$ cat src/rtl/stx_pkg.sv
package stx_pkg;
  typedef enum logic [1:0] {
    MODE_MONO8  = 2'd0,
    MODE_MONO6  = 2'd1,
    MODE_BISYNC = 2'd2,
    MODE_FRAMED = 2'd3
  } stx_mode_e;

  typedef enum logic [1:0] {
    UNIT_SYNC = 2'd0,
    UNIT_DATA = 2'd1,
    UNIT_FCS  = 2'd2
  } unit_e;

  typedef enum logic [1:0] {
    FR_IDLE = 2'd0,
    FR_BODY = 2'd1,
    FR_FCS  = 2'd2
  } frame_e;

  localparam logic [15:0] FCS_POLY = 16'h1021;
  localparam int          RUN_MAX  = 5;
endpackage

$ cat src/rtl/stx_fifo.sv
module stx_fifo #(
  parameter int W     = 9,
  parameter int DEPTH = 4,
  localparam int AW   = (DEPTH > 1) ? $clog2(DEPTH) : 1,
  localparam int CW   = $clog2(DEPTH + 1)
) (
  input  logic          clk,
  input  logic          rst_n,
  input  logic          push,
  input  logic [W-1:0]  wdata,
  input  logic          pop,
  output logic [W-1:0]  rdata,
  output logic          empty,
  output logic          full,
  output logic [CW-1:0] count
);
  logic [W-1:0]  mem [DEPTH];
  logic [AW-1:0] wptr, rptr;
  logic          do_push, do_pop;

  assign full    = (count == CW'(DEPTH));
  assign empty   = (count == '0);
  assign do_push = push && !full;
  assign do_pop  = pop && !empty;
  assign rdata   = mem[rptr];

  function automatic logic [AW-1:0] bump(input logic [AW-1:0] p);
    return (p == AW'(DEPTH - 1)) ? '0 : p + 1'b1;
  endfunction

  always_ff @(posedge clk) begin
    if (do_push) mem[wptr] <= wdata;
  end

  always_ff @(posedge clk) begin
    if (!rst_n) begin
      wptr  <= '0;
      rptr  <= '0;
      count <= '0;
    end else begin
      if (do_push) wptr <= bump(wptr);
      if (do_pop)  rptr <= bump(rptr);
      case ({do_push, do_pop})
        2'b10:   count <= count + 1'b1;
        2'b01:   count <= count - 1'b1;
        default: count <= count;
      endcase
    end
  end
endmodule

$ cat src/rtl/stx_crc_step.sv
module stx_crc_step #(
  parameter int          W    = 16,
  parameter logic [W-1:0] POLY = 16'h1021
) (
  input  logic [W-1:0] crc_in,
  input  logic         bit_in,
  output logic [W-1:0] crc_out
);
  logic fb;
  assign fb      = crc_in[W-1] ^ bit_in;
  assign crc_out = {crc_in[W-2:0], 1'b0} ^ (fb ? POLY : '0);
endmodule

$ cat src/rtl/stx_line_coder.sv
module stx_line_coder (
  input  logic clk,
  input  logic rst_n,
  input  logic bit_en,
  input  logic bit_in,
  input  logic nrzi_en,
  output logic line
);
  always_ff @(posedge clk) begin
    if (!rst_n)      line <= 1'b1;
    else if (bit_en) line <= nrzi_en ? (bit_in ? line : ~line) : bit_in;
  end
endmodule

$ cat src/rtl/sync_tx_engine.sv
module sync_tx_engine
  import stx_pkg::*;
#(
  parameter int DEPTH   = 4,
  parameter int CHAR_W  = 8,
  parameter int SHORT_W = 6
) (
  input  logic              clk,
  input  logic              rst_n,
  input  logic [1:0]        mode_sel,
  input  logic              nrzi_en,
  input  logic [CHAR_W-1:0] sync_lo,
  input  logic [CHAR_W-1:0] sync_hi,
  input  logic              wr_valid,
  output logic              wr_ready,
  input  logic [CHAR_W-1:0] wr_data,
  input  logic              wr_last,
  output logic              fifo_full,
  input  logic              bit_en,
  output logic              txd
);
  localparam int SR_W  = 2 * CHAR_W;
  localparam int CNT_W = $clog2(SR_W + 1);
  localparam int QW    = CHAR_W + 1;
  localparam int FCW   = $clog2(DEPTH + 1);
  localparam int RUN_W = $clog2(RUN_MAX + 1);

  // queue
  logic [QW-1:0]  fifo_q;
  logic           fifo_empty, fifo_pop;
  logic [FCW-1:0] fifo_cnt;

  stx_fifo #(.W(QW), .DEPTH(DEPTH)) u_fifo (
    .clk   (clk),
    .rst_n (rst_n),
    .push  (wr_valid),
    .wdata ({wr_last, wr_data}),
    .pop   (fifo_pop),
    .rdata (fifo_q),
    .empty (fifo_empty),
    .full  (fifo_full),
    .count (fifo_cnt)
  );
  assign wr_ready = !fifo_full;

  // shift state
  logic [SR_W-1:0]  sr;
  logic [CNT_W-1:0] cnt;
  unit_e            kind;
  logic [RUN_W-1:0] ones;
  frame_e           fstate;
  logic             after_flag;
  logic [SR_W-1:0]  crc;

  stx_mode_e mode;
  logic      framed;
  assign mode   = stx_mode_e'(mode_sel);
  assign framed = (mode == MODE_FRAMED);

  // next-unit selection
  logic [SR_W-1:0]  ld_sr;
  logic [CNT_W-1:0] ld_cnt;
  unit_e            ld_kind;
  frame_e           ld_state;
  logic             ld_flag, ld_pop, ld_crc_start;
  logic [SR_W-1:0]  fcs_word;

  assign fcs_word = {~crc[CHAR_W-1:0], ~crc[SR_W-1:CHAR_W]};

  always_comb begin
    ld_sr        = '0;
    ld_cnt       = '0;
    ld_kind      = UNIT_SYNC;
    ld_state     = fstate;
    ld_flag      = 1'b0;
    ld_pop       = 1'b0;
    ld_crc_start = 1'b0;
    if (framed) begin
      unique case (fstate)
        FR_IDLE: begin
          if (after_flag && !fifo_empty) begin
            ld_sr        = SR_W'(fifo_q[CHAR_W-1:0]);
            ld_cnt       = CNT_W'(CHAR_W);
            ld_kind      = UNIT_DATA;
            ld_pop       = 1'b1;
            ld_crc_start = 1'b1;
            ld_state     = fifo_q[CHAR_W] ? FR_FCS : FR_BODY;
          end else begin
            ld_sr   = SR_W'(sync_hi);
            ld_cnt  = CNT_W'(CHAR_W);
            ld_flag = 1'b1;
          end
        end
        FR_BODY: begin
          if (!fifo_empty) begin
            ld_sr    = SR_W'(fifo_q[CHAR_W-1:0]);
            ld_cnt   = CNT_W'(CHAR_W);
            ld_kind  = UNIT_DATA;
            ld_pop   = 1'b1;
            ld_state = fifo_q[CHAR_W] ? FR_FCS : FR_BODY;
          end else begin
            ld_sr    = fcs_word;
            ld_cnt   = CNT_W'(SR_W);
            ld_kind  = UNIT_FCS;
            ld_state = FR_IDLE;
          end
        end
        default: begin
          ld_sr    = fcs_word;
          ld_cnt   = CNT_W'(SR_W);
          ld_kind  = UNIT_FCS;
          ld_state = FR_IDLE;
        end
      endcase
    end else if (!fifo_empty) begin
      ld_sr   = SR_W'(fifo_q[CHAR_W-1:0]);
      ld_cnt  = CNT_W'(CHAR_W);
      ld_kind = UNIT_DATA;
      ld_pop  = 1'b1;
    end else begin
      unique case (mode)
        MODE_MONO6: begin
          ld_sr  = SR_W'(sync_lo[SHORT_W-1:0]);
          ld_cnt = CNT_W'(SHORT_W);
        end
        MODE_BISYNC: begin
          ld_sr  = {sync_hi, sync_lo};
          ld_cnt = CNT_W'(SR_W);
        end
        default: begin
          ld_sr  = SR_W'(sync_lo);
          ld_cnt = CNT_W'(CHAR_W);
        end
      endcase
    end
  end

  // current bit view
  logic             stuff_now, load;
  logic [SR_W-1:0]  cur_sr;
  logic [CNT_W-1:0] cur_cnt;
  unit_e            cur_kind;
  logic             tx_bit, stuffable;
  logic [SR_W-1:0]  crc_base, crc_step, crc_next;

  assign stuff_now = framed && (ones == RUN_W'(RUN_MAX));
  assign load      = !stuff_now && (cnt == '0);
  assign cur_sr    = load ? ld_sr   : sr;
  assign cur_cnt   = load ? ld_cnt  : cnt;
  assign cur_kind  = load ? ld_kind : kind;
  assign tx_bit    = stuff_now ? 1'b0 : cur_sr[0];
  assign stuffable = framed && (cur_kind != UNIT_SYNC);
  assign fifo_pop  = bit_en && load && ld_pop;
  assign crc_base  = (load && ld_crc_start) ? '1 : crc;

  stx_crc_step #(.W(SR_W), .POLY(FCS_POLY)) u_crc (
    .crc_in  (crc_base),
    .bit_in  (cur_sr[0]),
    .crc_out (crc_step)
  );
  assign crc_next = (framed && cur_kind == UNIT_DATA) ? crc_step : crc_base;

  always_ff @(posedge clk) begin
    if (!rst_n) begin
      sr         <= '0;
      cnt        <= '0;
      kind       <= UNIT_SYNC;
      ones       <= '0;
      fstate     <= FR_IDLE;
      after_flag <= 1'b0;
      crc        <= '1;
    end else if (bit_en) begin
      if (stuff_now) begin
        ones <= '0;
      end else begin
        sr   <= cur_sr >> 1;
        cnt  <= cur_cnt - 1'b1;
        kind <= cur_kind;
        ones <= (stuffable && cur_sr[0]) ? ones + 1'b1 : '0;
        crc  <= crc_next;
        if (load) begin
          fstate     <= ld_state;
          after_flag <= ld_flag;
        end
      end
    end
  end

  stx_line_coder u_line (
    .clk     (clk),
    .rst_n   (rst_n),
    .bit_en  (bit_en),
    .bit_in  (tx_bit),
    .nrzi_en (nrzi_en),
    .line    (txd)
  );
endmodule

$ cat config.mk
export PLATFORM = sky130hd
export DESIGN_NAME = sync_tx_engine
export DESIGN_NICKNAME = d
export VERILOG_FILES = /design/src/rtl/stx_pkg.sv /design/src/rtl/stx_fifo.sv /design/src/rtl/stx_crc_step.sv /design/src/rtl/stx_line_coder.sv /design/src/rtl/sync_tx_engine.sv
export SDC_FILE = /design/constraint.sdc
export NUM_CORES = 1
export LEC_CHECK = 0
export BUFFER_PORTS_ARGS = -buffer_cell sky130_fd_sc_hd__buf_4
export CAP_MARGIN = 10
export CORE_MARGIN = 2
export CORE_UTILIZATION = 56
export CTS_BUF_LIST = sky130_fd_sc_hd__clkbuf_8
export CTS_CLUSTER_DIAMETER = 150
export CTS_CLUSTER_SIZE = 24
export DETAILED_ROUTE_END_ITERATION = 16
export GPL_TIMING_DRIVEN = 0
export PLACE_DENSITY = 0.78
export SETUP_SLACK_MARGIN = 0.2
export SYNTH_ARGS = -nofsm -noshare
export SYNTH_HDL_FRONTEND = slang
export SYNTH_HIERARCHICAL = 1
export SYNTH_SLANG_ARGS = --single-unit
export TNS_END_PERCENT = 20
$ cat constraint.sdc
create_clock -name clk -period 2.7 [get_ports clk]
set_input_delay 0.27 -clock clk [delete_from_list [all_inputs] [get_ports clk]]
set_output_delay 0.27 -clock clk [all_outputs]
set_load 0.05 [all_outputs]
==> out/qor.txt, run 1 <==
status: finished clean
Worst path slowest cell: dfxtp_4
Via density: 6.037
total CTS buffers: 9
syn_area_per_cell: 9.919 um^2
CP arrival: 2.85 ns
GPL Wtd Cong: 0.8882
worst r2r path cells: 12
hold endpoint: u_fifo/mem[0][8]
CTS Sinks: 90
row count: 33
asr flop ratio synth: 0
setup tns final: 0 ns
Clock Skews: 0.01644 ns
most frequent cells after synthesis: 54 x dfxtp_1, 46 x nand2_1, 40 x nand3_1
Synth Register Bits: 90
die width: 96.59 um
DPL Wire Length: 8.303 mm
Nets: 589
cell mode on critical path: inv_1
worst hold slack: 0.08490 ns
hold buffer count at CTS: 0
power per cell area: 616.4 nW/um^2
CTS tree: built
vias: 3948
worst-margin pin slew: 0.5942 ns
Seq/Total Area, Yosys: 0.4504
Clock Path Buffers: 2
# IOs: 35
simple-gate share of the synthesized area: 0.1892
Slew headroom: 0.6024
worst endpoint required time: 3.01 ns
Syn Std Cell Area: 4801 um^2
Syn. warnings: 6
CP max FO: 4
Routed wire per std cell: 17.89 um
CP startpoint kind: flip-flop
first-pass GRT wire length: 18.36 mm
RSZ-0062 raised after global routing: yes
number of global-route vias before repair: 3712
overflow left after global routing: 0
CP peak stage delay: 0.37 ns
CP Cell Sequence: nor4_4 -> and3_1 -> buf_6 -> and3_4 -> o31ai_4 -> inv_1 -> ha_2 -> inv_1 -> fa_2 -> xor2_1 -> or3_1 -> a21boi_1
syn nets: 529
WL final: 11.70 mm
global-route usage over all layers: 0.2676
WHS Path Cells: 1
Initial DRT Pass Iterations: 5
number of H-tree levels: 3
critical path capture point type: flip-flop
worst hold path class: in -> reg
reg2reg start: cnt[0]
most numerous cell in the Yosys netlist: dfxtp_1
Synth top area share: 0.2252
Placeable Area: 8258 um^2
largest family of logic cells by synthesized area: simple AND/OR/NAND/NOR gates
Main synth FF type: dfxtp_1
r2r endpoint: u_fifo/count[2]
fillers: 647
proportion of synthesized area in mux cells: 0.06854
flop2flop setup slack: 0.15 ns
# diodes: 0
Max-Cap Viols: 0
layout cells sized above 1: 0.2714
Synth area leader: dfxtp_1
initial antenna violation count: 0
Area Overhead vs Synth: 17.67%
Synth Area in Compound Gates: 0.1684
antenna-violating nets left: 0
leakage power: 2.100 nW
Max Slew Vio Count: 0
number of synthesized flops with an enable pin: 36
worst vdd ir: 0.5381 mV
1st-iter DRT viols: 257
port bufs: 34
Yosys cell types: 64
cell count after synthesis: 484
Final Cycle Share: 0.9440
Clk Latency, worst-skew pair: 0.37 ns
DRC violations left: 0
clock-pin slew on the worst setup and hold paths: 0.11 ns
Max Fclk: 0.3924 GHz
Pwr Total: 3.482 mW
xor/xnor share of the synthesized area: 0.02267
Final setup viols: 0
total die area: 9330 um^2
Tmin final: 2.549 ns
Starting Density: 0.5814
worst hold start: wr_last
Final Hold Viols: 0
top cells by area, synth: dfxtp_1 23%, edfxtp_1 23%, mux4_2 4.2%
largest net degree at the start of global routing: 19
worst setup path category: reg -> reg
Root Driver: clkbuf_8
area share of fa/ha/maj cells after synthesis: 0.03544
Die H: 96.59 um
[cell usage in the layout (no fill, tap or decap), drive strengths merged, types with 2 or more instances in the layout]
cell type and instances:
o211ai 16, buf 75, nor2b 11, ha 12
or3 2, nor3 5, a31oi 5, o21a 3
inv 22, clkinv 3, a21boi 16, nor2 15
nand2b 3, a21o 2, and3 2, and3b 2
xor3 2, o21bai 2, edfxtp 36, xor2 3
and2b 2, a2111oi 5, o32ai 3, o21ai 36
and2 12, a32oi 2, clkbuf 29, mux2 2
mux2i 10, nand3 42, a21oi 10, dfxtp 54
nand2 46, xnor2 4, or2 16, mux4 9
nor4 8, a22oi 3, o31ai 3
[cell type report]
class | instances | area, um^2 | area share
Clock buffer | 9 | 123.9 | 0.02193
Inverter | 19 | 71.32 | 0.01262
Sequential cell | 90 | 2177 | 0.3854
Buffer | 46 | 282.8 | 0.05006
Timing Repair Buffer | 49 | 367.9 | 0.06512
Clock inverter | 7 | 95.09 | 0.01683
Multi-Input combinational cell | 329 | 2400 | 0.4248
Tap cell | 105 | 131.4 | 0.02326
[timing repair]
item / CTS / global route
setup buffers: 10 / 5
gates resized for setup: 23 / 2
endpoints found under the setup margin: 25 / 4
hold endpoints to repair: 0 / 0
pin swaps: 10 / 6
[through the flow]
stage / std cells / util / instance area [um^2] / setup slack (ns)
final: 654 / 0.6841 / 5649 / 0.1513
after global routing: 654 / 0.6841 / 5649 / 0.01883
after CTS: 649 / 0.6791 / 5608 / 0.1755
after detailed placement: 623 / 0.6330 / 5228 / -0.4168
after global placement: 623 / 0.6330 / 5228 / -0.3717
after floorplan: 484 / - / 4841 / 0.1619
[registers in the layout, indices dropped and copies added (netlist names), 3 cells and up, named ones only]
signal	flops
ones	3
sr	15
u_fifo/mem	36
crc	16
u_fifo/count	3
cnt	5
[cell families (layout without fill, tap and decap cells)]
group           count (synthesis)  after routing
fa+ha+maj                      13             13
flops                          90             90
simple gates                  169            169
mux                            21             21
xor+xnor                        9              9
buf+inv                        65            130
compound gates                117            117
[per-layer routing]
layer  GRT usage  wire [um]  vias up
met5           0          0        -
met2      0.4578       5780      137
met1      0.3276       4881     1904
li1            -          -     1872
met4      0.1303        473        0
met3     0.04577        568       35
[worst max path at each step]
stage,end,cells after the start,start
global placement,u_line/line,9,u_fifo/count[2]
global route,u_fifo/count[2],12,cnt[0]
CTS,u_fifo/count[2],12,cnt[3]
floorplan,u_fifo/count[2],14,ones[1]
detailed placement,u_fifo/count[2],12,u_fifo/count[2]
finish,u_fifo/count[2],12,cnt[0]
[report_power, final]
group          total [mW]  internal (mW)  switching (mW)
clock network        1.00          0.455           0.546
logic               0.898          0.396           0.503
registers            1.58           1.51          0.0698
total                3.48           2.36            1.12
[critical path: cells and delay by family, from the launching register on]
family / cells / cell delay [ns]
simple gates: 4 / 1.03
fa+ha+maj: 2 / 0.50
xor+xnor: 1 / 0.15
compound gates: 2 / 0.21
flops: 1 / 0.37
buf+inv: 3 / 0.23
Note: power is estimated with default switching activity, not from simulation.
==> run 2, diff against run 1 <==
--- a/config.mk
+++ b/config.mk
@@ -7,7 +7,6 @@
 export LEC_CHECK = 0
 export BUFFER_PORTS_ARGS = -buffer_cell sky130_fd_sc_hd__buf_4
 export CAP_MARGIN = 10
-export CORE_MARGIN = 2
 export CORE_UTILIZATION = 56
 export CTS_BUF_LIST = sky130_fd_sc_hd__clkbuf_8
 export CTS_CLUSTER_DIAMETER = 150
==> constraint.sdc (replaced) <==
create_clock -name clk -period 2.7 [get_ports clk]
set_input_delay 0.27 -clock clk [delete_from_list [all_inputs] [get_ports clk]]
set_output_delay 0.27 -clock clk [all_outputs]
set_load 0.01 [all_outputs]
==> run 2 against run 1 <==
Compared with the run above:
- clock-buffer cell count unchanged
- sequential share of layout area up 0.51 points
- clock skew up 0.0046 ns
- critical endpoint unchanged
- highest routed layer unchanged
==> out/qor.txt, run 2 (synthesis results as in run 1) <==
setup tns final: 0 ns (unchanged)
1st-iter DRT viols: 288 (was 257)
Die H: 94.59 um (was 96.59 um)
Comb power frac: 0.258 (about the same)
layout cells sized above 1: 0.2716 (was 0.2714)
Placeable Area: 8258 um^2 (unchanged)
Root Driver: clkbuf_8 (unchanged)
Routed wire per std cell: 17.96 um (was 17.89 um)
worst vdd ir: 0.3685 mV (was 0.5381 mV)
Max Slew Vio Count: 0 (unchanged)
CTS Sinks: 90 (unchanged)
busiest grt layer: met2 (unchanged)
fraction of met3 tracks used by global routing: 0.04992 (was 0.04577)
register area: 2176 um^2 (was 2177 um^2)
worst endpoint required time: 3.00 ns (was 3.01 ns)
vias: 3918 (was 3948)
Switch Pwr: 1.105 mW (was 1.119 mW)
sw frac: 0.3277 (was 0.3213)
Area Overhead vs Synth: 16.08% (was 17.67%)
port bufs: 34 (unchanged)
Reg with most FFs: u_fifo/mem (unchanged)
RSZ-0062 raised after global routing: yes (unchanged)
status: finished clean (unchanged)
biggest regs: u_fifo/mem x36, crc x16, sr x15 (unchanged)
number of H-tree levels: 3 (unchanged)
Starting Density: 0.5814 (unchanged)
Max Fclk: 0.3863 GHz (was 0.3924 GHz)
Clk Latency, worst-skew pair: 0.38 ns (was 0.37 ns)
CP startpoint kind: flip-flop (unchanged)
hold buffer count at CTS: 0 (unchanged)
initial antenna violation count: 0 (unchanged)
# IOs: 35 (unchanged)
Clock Skews: 0.02106 ns (was 0.01644 ns)
Worst path slowest cell: dfxtp_4 (unchanged)
total CTS buffers: 9 (unchanged)
CP Cell Sequence: nor4_4 -> and3_4 -> buf_6 -> and3_4 -> o31ai_4 -> inv_1 -> ha_2 -> inv_1 -> fa_2 -> xor2_1 -> or3_1 -> a21boi_1 (was nor4_4 -> and3_1 -> buf_6 -> and3_4 -> o31ai_4 -> inv_1 -> ha_2 -> inv_1 -> fa_2 -> xor2_1 -> or3_1 -> a21boi_1)
Clock Path Buffers: 2 (unchanged)
Slew headroom: 0.6292 (was 0.6024)
multi-input logic area: 2394 um^2 (was 2400 um^2)
clock-pin slew on the worst setup and hold paths: 0.11 ns (about the same)
row count: 33 (unchanged)
worst hold path class: in -> reg (unchanged)
Via density: 6.028 (was 6.037)
dpl cells: 623 (unchanged)
Initial DRT Pass Iterations: 5 (unchanged)
Nets: 585 (was 589)
antenna-violating nets left: 0 (unchanged)
Final Hold Viols: 0 (unchanged)
most common cell after layout, fill and taps aside: buf_4 (unchanged)
GR met2 Demand/Resource: 0.4692 (was 0.4578)
Reg power frac: 0.469 (was 0.454)
worst setup path category: reg -> reg (unchanged)
CP peak stage delay: 0.37 ns (about the same)
max reg flops: 36 (unchanged)
DRC violations left: 0 (unchanged)
die width: 94.59 um (was 96.59 um)
DPL Wire Length: 8.455 mm (was 8.303 mm)
CTS tree: built (unchanged)
internal power: 2.267 mW (was 2.363 mW)
GPL Wtd Cong: 0.9234 (was 0.8882)
first-pass GRT wire length: 18.62 mm (was 18.36 mm)
Final Cycle Share: 0.9588 (was 0.9440)
global-route usage over all layers: 0.2799 (was 0.2676)
Tmin final: 2.589 ns (was 2.549 ns)
WL final: 11.67 mm (was 11.70 mm)
power per cell area: 605.2 nW/um^2 (was 616.4 nW/um^2)
critical path capture point type: flip-flop (unchanged)
total die area: 8947 um^2 (was 9330 um^2)
number of global-route vias before repair: 3749 (was 3712)
leakage power: 2.067 nW (was 2.100 nW)
Final setup viols: 0 (unchanged)
CP arrival: 2.89 ns (was 2.85 ns)
most frequent cells in the layout: 60 x buf_4, 47 x dfxtp_1, 45 x nand2_1, 40 x nand3_1, 36 x edfxtp_1 (was 64 x buf_4, 48 x dfxtp_1, 45 x nand2_1, 40 x nand3_1, 36 x edfxtp_1)
# diodes: 0 (unchanged)
Max-Cap Viols: 0 (unchanged)
clock power share: 0.273 (was 0.288)
global routing usage on met1: 0.3464 (was 0.3276)
largest net degree at the start of global routing: 19 (unchanged)
final core occ: 0.6748 (was 0.6841)
final std cells w/o fill: 650 (was 654)
fillers: 659 (was 647)
overflow left after global routing: 0 (unchanged)
worst-margin pin slew: 0.5542 ns (was 0.5942 ns)
CP max FO: 2 (was 4)
run 2: cell count changes in the layout (fill, tap and decap cells not counted), sizes merged:
| cell | delta |
|---|---|
| buf | -4 |
| bufinv | -1 |
| clkinv | -1 |
| inv | +2 |
run 2: timing repair:
action	4_1_cts	5_1_grt
setup endpoints to repair	38	5
buffers inserted	11	0
pin swaps	8	0
resized for setup	23	3
run 2: path summary, 6_finish.rpt:
path              slack [ns]  startpoint                to  cells after the start
setup / recovery        0.11      cnt[3]   u_fifo/count[2]                     12
hold / removal          0.09  wr_data[1]  u_fifo/mem[0][1]                      1
setup reg to reg        0.11      cnt[3]   u_fifo/count[2]                     12
hold reg to reg         0.47      sr[10]            sr[10]                      2
run 2: cell type report:
cell class                 count  share of cell area
tap                          105             0.02357
multi-input combinational    329              0.4295
sequential                    90              0.3904
buffer                        46             0.04850
timing repair buffer          45             0.06062
clock inverter                 7             0.01235
inverter                      19             0.01280
clock buffer                   9             0.02223
run 2: metrics by stage:
| stage | hold slack [ns] | cell area (um^2) | power, mW | setup WS, ns |
|---|---|---|---|---|
| 2_1_floorplan | 0.3689 | 4833 | 2.177 | 0.1624 |
| 3_3_place_gp | 0.4505 | 5220 | 2.386 | -0.4502 |
| 3_5_place_dp | 0.4603 | 5220 | 2.411 | -0.5766 |
| 4_1_cts | 0.08135 | 5567 | 3.362 | 0.1360 |
| 5_1_grt | 0.07726 | 5573 | 3.519 | 0.02963 |
| 6_report | 0.09014 | 5573 | 3.373 | 0.1114 |
run 2: power groups by stage:
stage | combinational, mW | clock [mW] | sequential [mW]
2_1_floorplan | 0.587 | 0 | 1.59
3_3_place_gp | 0.783 | 0 | 1.60
3_5_place_dp | 0.803 | 0 | 1.61
4_1_cts | 0.853 | 0.928 | 1.58
5_1_grt | 0.943 | 0.982 | 1.59
6_report | 0.870 | 0.920 | 1.58
run 2: critical path: cells and delay by family (launching register included):
family,cells,cell delay (ns)
and+or+nand+nor,4,1.05
adders and majority gates,2,0.50
DFF,1,0.37
AOI/OAI and AO/OA,2,0.23
buffers and inverters,3,0.21
xor gates and xnor gates,1,0.15
run 2: per-layer routing:
layer,wire (um),part of all wire
met1,4842,0.41
met2,5597,0.48
met3,707,0.061
met4,527,0.045
met5,0,0
==> run 3, diff against run 2 <==
--- a/config.mk
+++ b/config.mk
@@ -14,7 +14,7 @@
 export DETAILED_ROUTE_END_ITERATION = 16
 export GPL_TIMING_DRIVEN = 0
 export PLACE_DENSITY = 0.78
-export SETUP_SLACK_MARGIN = 0.2
+export SETUP_SLACK_MARGIN = 0.5
 export SYNTH_ARGS = -nofsm -noshare
 export SYNTH_HDL_FRONTEND = slang
 export SYNTH_HIERARCHICAL = 1
==> run 3 against run 2 <==
Compared with the run above:
- cell count increased by 0.77%
- critical endpoint unchanged
- largest power group unchanged
- worst hold slack improved by 0.018 ns
- critical path type unchanged
- combinational power increased by 3.7%
- routed wire length increased by 1.8%
- non-clock buffer count increased by 5
- highest routed layer unchanged
- sequential share of layout area decreased by 0.53 points
==> out/qor.txt, run 3 (synthesis results as in run 1) <==
DRC violations left: 0 (unchanged)
worst hold path class: in -> reg (unchanged)
worst-margin pin slew: 0.6469 ns (was 0.5542 ns)
Slew headroom: 0.5672 (was 0.6292)
final worst setup slack: 0.1717 ns (was 0.1114 ns)
pre-CTS setup slack: -0.3739 ns (was -0.5766 ns)
overflow left after global routing: 0 (unchanged)
Post-Place Cell Area: 5228 um^2 (was 5220 um^2)
DPL Wire Length: 8.391 mm (was 8.455 mm)
Tmin final: 2.528 ns (was 2.589 ns)
most frequent cells in the layout: 64 x buf_4, 46 x dfxtp_1, 45 x nand2_1, 39 x nand3_1, 36 x edfxtp_1 (was 60 x buf_4, 47 x dfxtp_1, 45 x nand2_1, 40 x nand3_1, 36 x edfxtp_1)
CP startpoint kind: flip-flop (unchanged)
CTS Sinks: 90 (unchanged)
initial antenna violation count: 0 (unchanged)
CP arrival: 2.82 ns (was 2.89 ns)
number of H-tree levels: 3 (unchanged)
Nets: 590 (was 585)
port bufs: 34 (unchanged)
Via density: 6.049 (was 6.028)
Area Overhead vs Synth: 17.88% (was 16.08%)
# IOs: 35 (unchanged)
# diodes: 0 (unchanged)
Placeable Area: 8258 um^2 (unchanged)
Reg with most FFs: u_fifo/mem (unchanged)
row count: 33 (unchanged)
antenna-violating nets left: 0 (unchanged)
largest net degree at the start of global routing: 16 (was 19)
final std cells w/o fill: 655 (was 650)
Initial DRT Pass Iterations: 6 (was 5)
dpl cells: 623 (unchanged)
most common cell after layout, fill and taps aside: buf_4 (unchanged)
CP peak stage delay: 0.33 ns (was 0.37 ns)
Max Slew Vio Count: 0 (unchanged)
CTS tree: built (unchanged)
die width: 94.59 um (unchanged)
Max Fclk: 0.3955 GHz (was 0.3863 GHz)
biggest regs: u_fifo/mem x36, crc x16, sr x15 (unchanged)
number of global-route vias before repair: 3884 (was 3749)
worst vdd ir: 0.4392 mV (was 0.3685 mV)
total CTS buffers: 9 (unchanged)
Final setup viols: 0 (unchanged)
fin area: 5659 um^2 (was 5573 um^2)
Die H: 94.59 um (unchanged)
Routed wire per std cell: 18.15 um (was 17.96 um)
power per cell area: 599.1 nW/um^2 (was 605.2 nW/um^2)
leakage power: 2.098 nW (was 2.067 nW)
global-route usage over all layers: 0.2787 (was 0.2799)
WL final: 11.89 mm (was 11.67 mm)
CP max FO: 10 (was 2)
Clk Latency, worst-skew pair: 0.36 ns (was 0.38 ns)
Max-Cap Viols: 0 (unchanged)
1st-iter DRT viols: 295 (was 288)
Final Hold Viols: 0 (unchanged)
worst setup path category: reg -> reg (unchanged)
worst endpoint required time: 2.99 ns (was 3.00 ns)
final core occ: 0.6853 (was 0.6748)
fillers: 648 (was 659)
GPL Wtd Cong: 0.9170 (was 0.9234)
Final Cycle Share: 0.9364 (was 0.9588)
CP Cell Sequence: buf_2 -> o21bai_1 -> a21oi_2 -> and3_4 -> o31ai_4 -> inv_1 -> ha_2 -> inv_2 -> fa_2 -> xor2_1 -> or3_1 -> a21boi_2 (was nor4_4 -> and3_4 -> buf_6 -> and3_4 -> o31ai_4 -> inv_1 -> ha_2 -> inv_1 -> fa_2 -> xor2_1 -> or3_1 -> a21boi_1)
Starting Density: 0.5814 (unchanged)
layout cells sized above 1: 0.2855 (was 0.2716)
max reg flops: 36 (unchanged)
critical path capture point type: flip-flop (unchanged)
clock-pin slew on the worst setup and hold paths: 0.09 ns (was 0.11 ns)
Worst path slowest cell: fa_2 (was dfxtp_4)
first-pass GRT wire length: 18.63 mm (was 18.62 mm)
status: finished clean (unchanged)
Clock Path Buffers: 2 (unchanged)
Clock Skews: 0.01107 ns (was 0.02106 ns)
RSZ-0062 raised after global routing: yes (unchanged)
Root Driver: clkbuf_8 (unchanged)
total die area: 8947 um^2 (unchanged)
vias: 3962 (was 3918)
## run 3: changes by cell type in the layout (fill, tap and decap cells not counted), moves of 2 or more
| cell | before | now |
|---|---|---|
| buf_4 | 60 | 64 |
| inv_8 | 3 | 0 |
| clkbuf_2 | 5 | 3 |
| clkbuf_4 | 0 | 2 |
| clkinv_2 | 0 | 2 |
| clkinv_4 | 2 | 0 |
| clkinvlp_4 | 0 | 2 |
## run 3: through the flow
stage | TNS, ns | power, mW | hold WS, ns
CTS | 0 | 3.382 | 0.09373
floorplan | 0 | 2.178 | 0.3689
global placement | -1.413 | 2.381 | 0.4512
global route | 0 | 3.525 | 0.09430
finish | 0 | 3.390 | 0.1080
detailed placement | -1.581 | 2.405 | 0.4650
## run 3: layout make-up
type / instances / area, um^2 / share of cell area
Clock buffer: 9 / 123.9 / 0.02189
Buffer: 46 / 286.5 / 0.05063
Sequential cell: 90 / 2180 / 0.3851
Timing Repair Buffer: 50 / 387.9 / 0.06854
Tap cell: 105 / 131.4 / 0.02321
Multi-Input combinational cell: 329 / 2411 / 0.4260
Clock inverter: 7 / 67.56 / 0.01194
Inverter: 19 / 71.32 / 0.01260
## run 3: final timing paths
path | endpoint | startpoint | cells past startpoint | slack, ns
max | u_fifo/count[2] | fstate[1] | 12 | 0.17
min | u_fifo/mem[3][8] | wr_last | 1 | 0.11
max reg2reg | u_fifo/count[2] | fstate[1] | 12 | 0.17
min reg2reg | sr[5] | sr[5] | 2 | 0.48
## run 3: worst max-delay path, delay by kind of cell, from the launching register on
family	cells	cell delay (ns)
buf+inv	3	0.29
fa+ha+maj	2	0.51
simple gates	2	0.56
xor+xnor	1	0.16
compound gates	4	0.64
flops	1	0.31
## run 3: report_power, final
group          switching [mW]  leakage (nW)  total, mW  internal (mW)
Sequential             0.0716         0.775       1.58           1.51
Clock                   0.479        0.0931      0.904          0.425
Combinational           0.494          1.23      0.902          0.408
## run 3: metal layers
metal,vias to the layer above,part of all wire,GRT usage
li1,1862,-,-
met4,0,0.034,0.1427
met1,1862,0.40,0.3411
met5,-,0,0
met3,35,0.085,0.05072
met2,203,0.48,0.4704
## run 3: repair_timing
action | CTS | global route
pin swaps | 17 | 3
buffers inserted | 15 | 1
endpoints found under the setup margin | 47 | 13
hold buffers | 0 | 0
gates resized for setup | 30 | 2
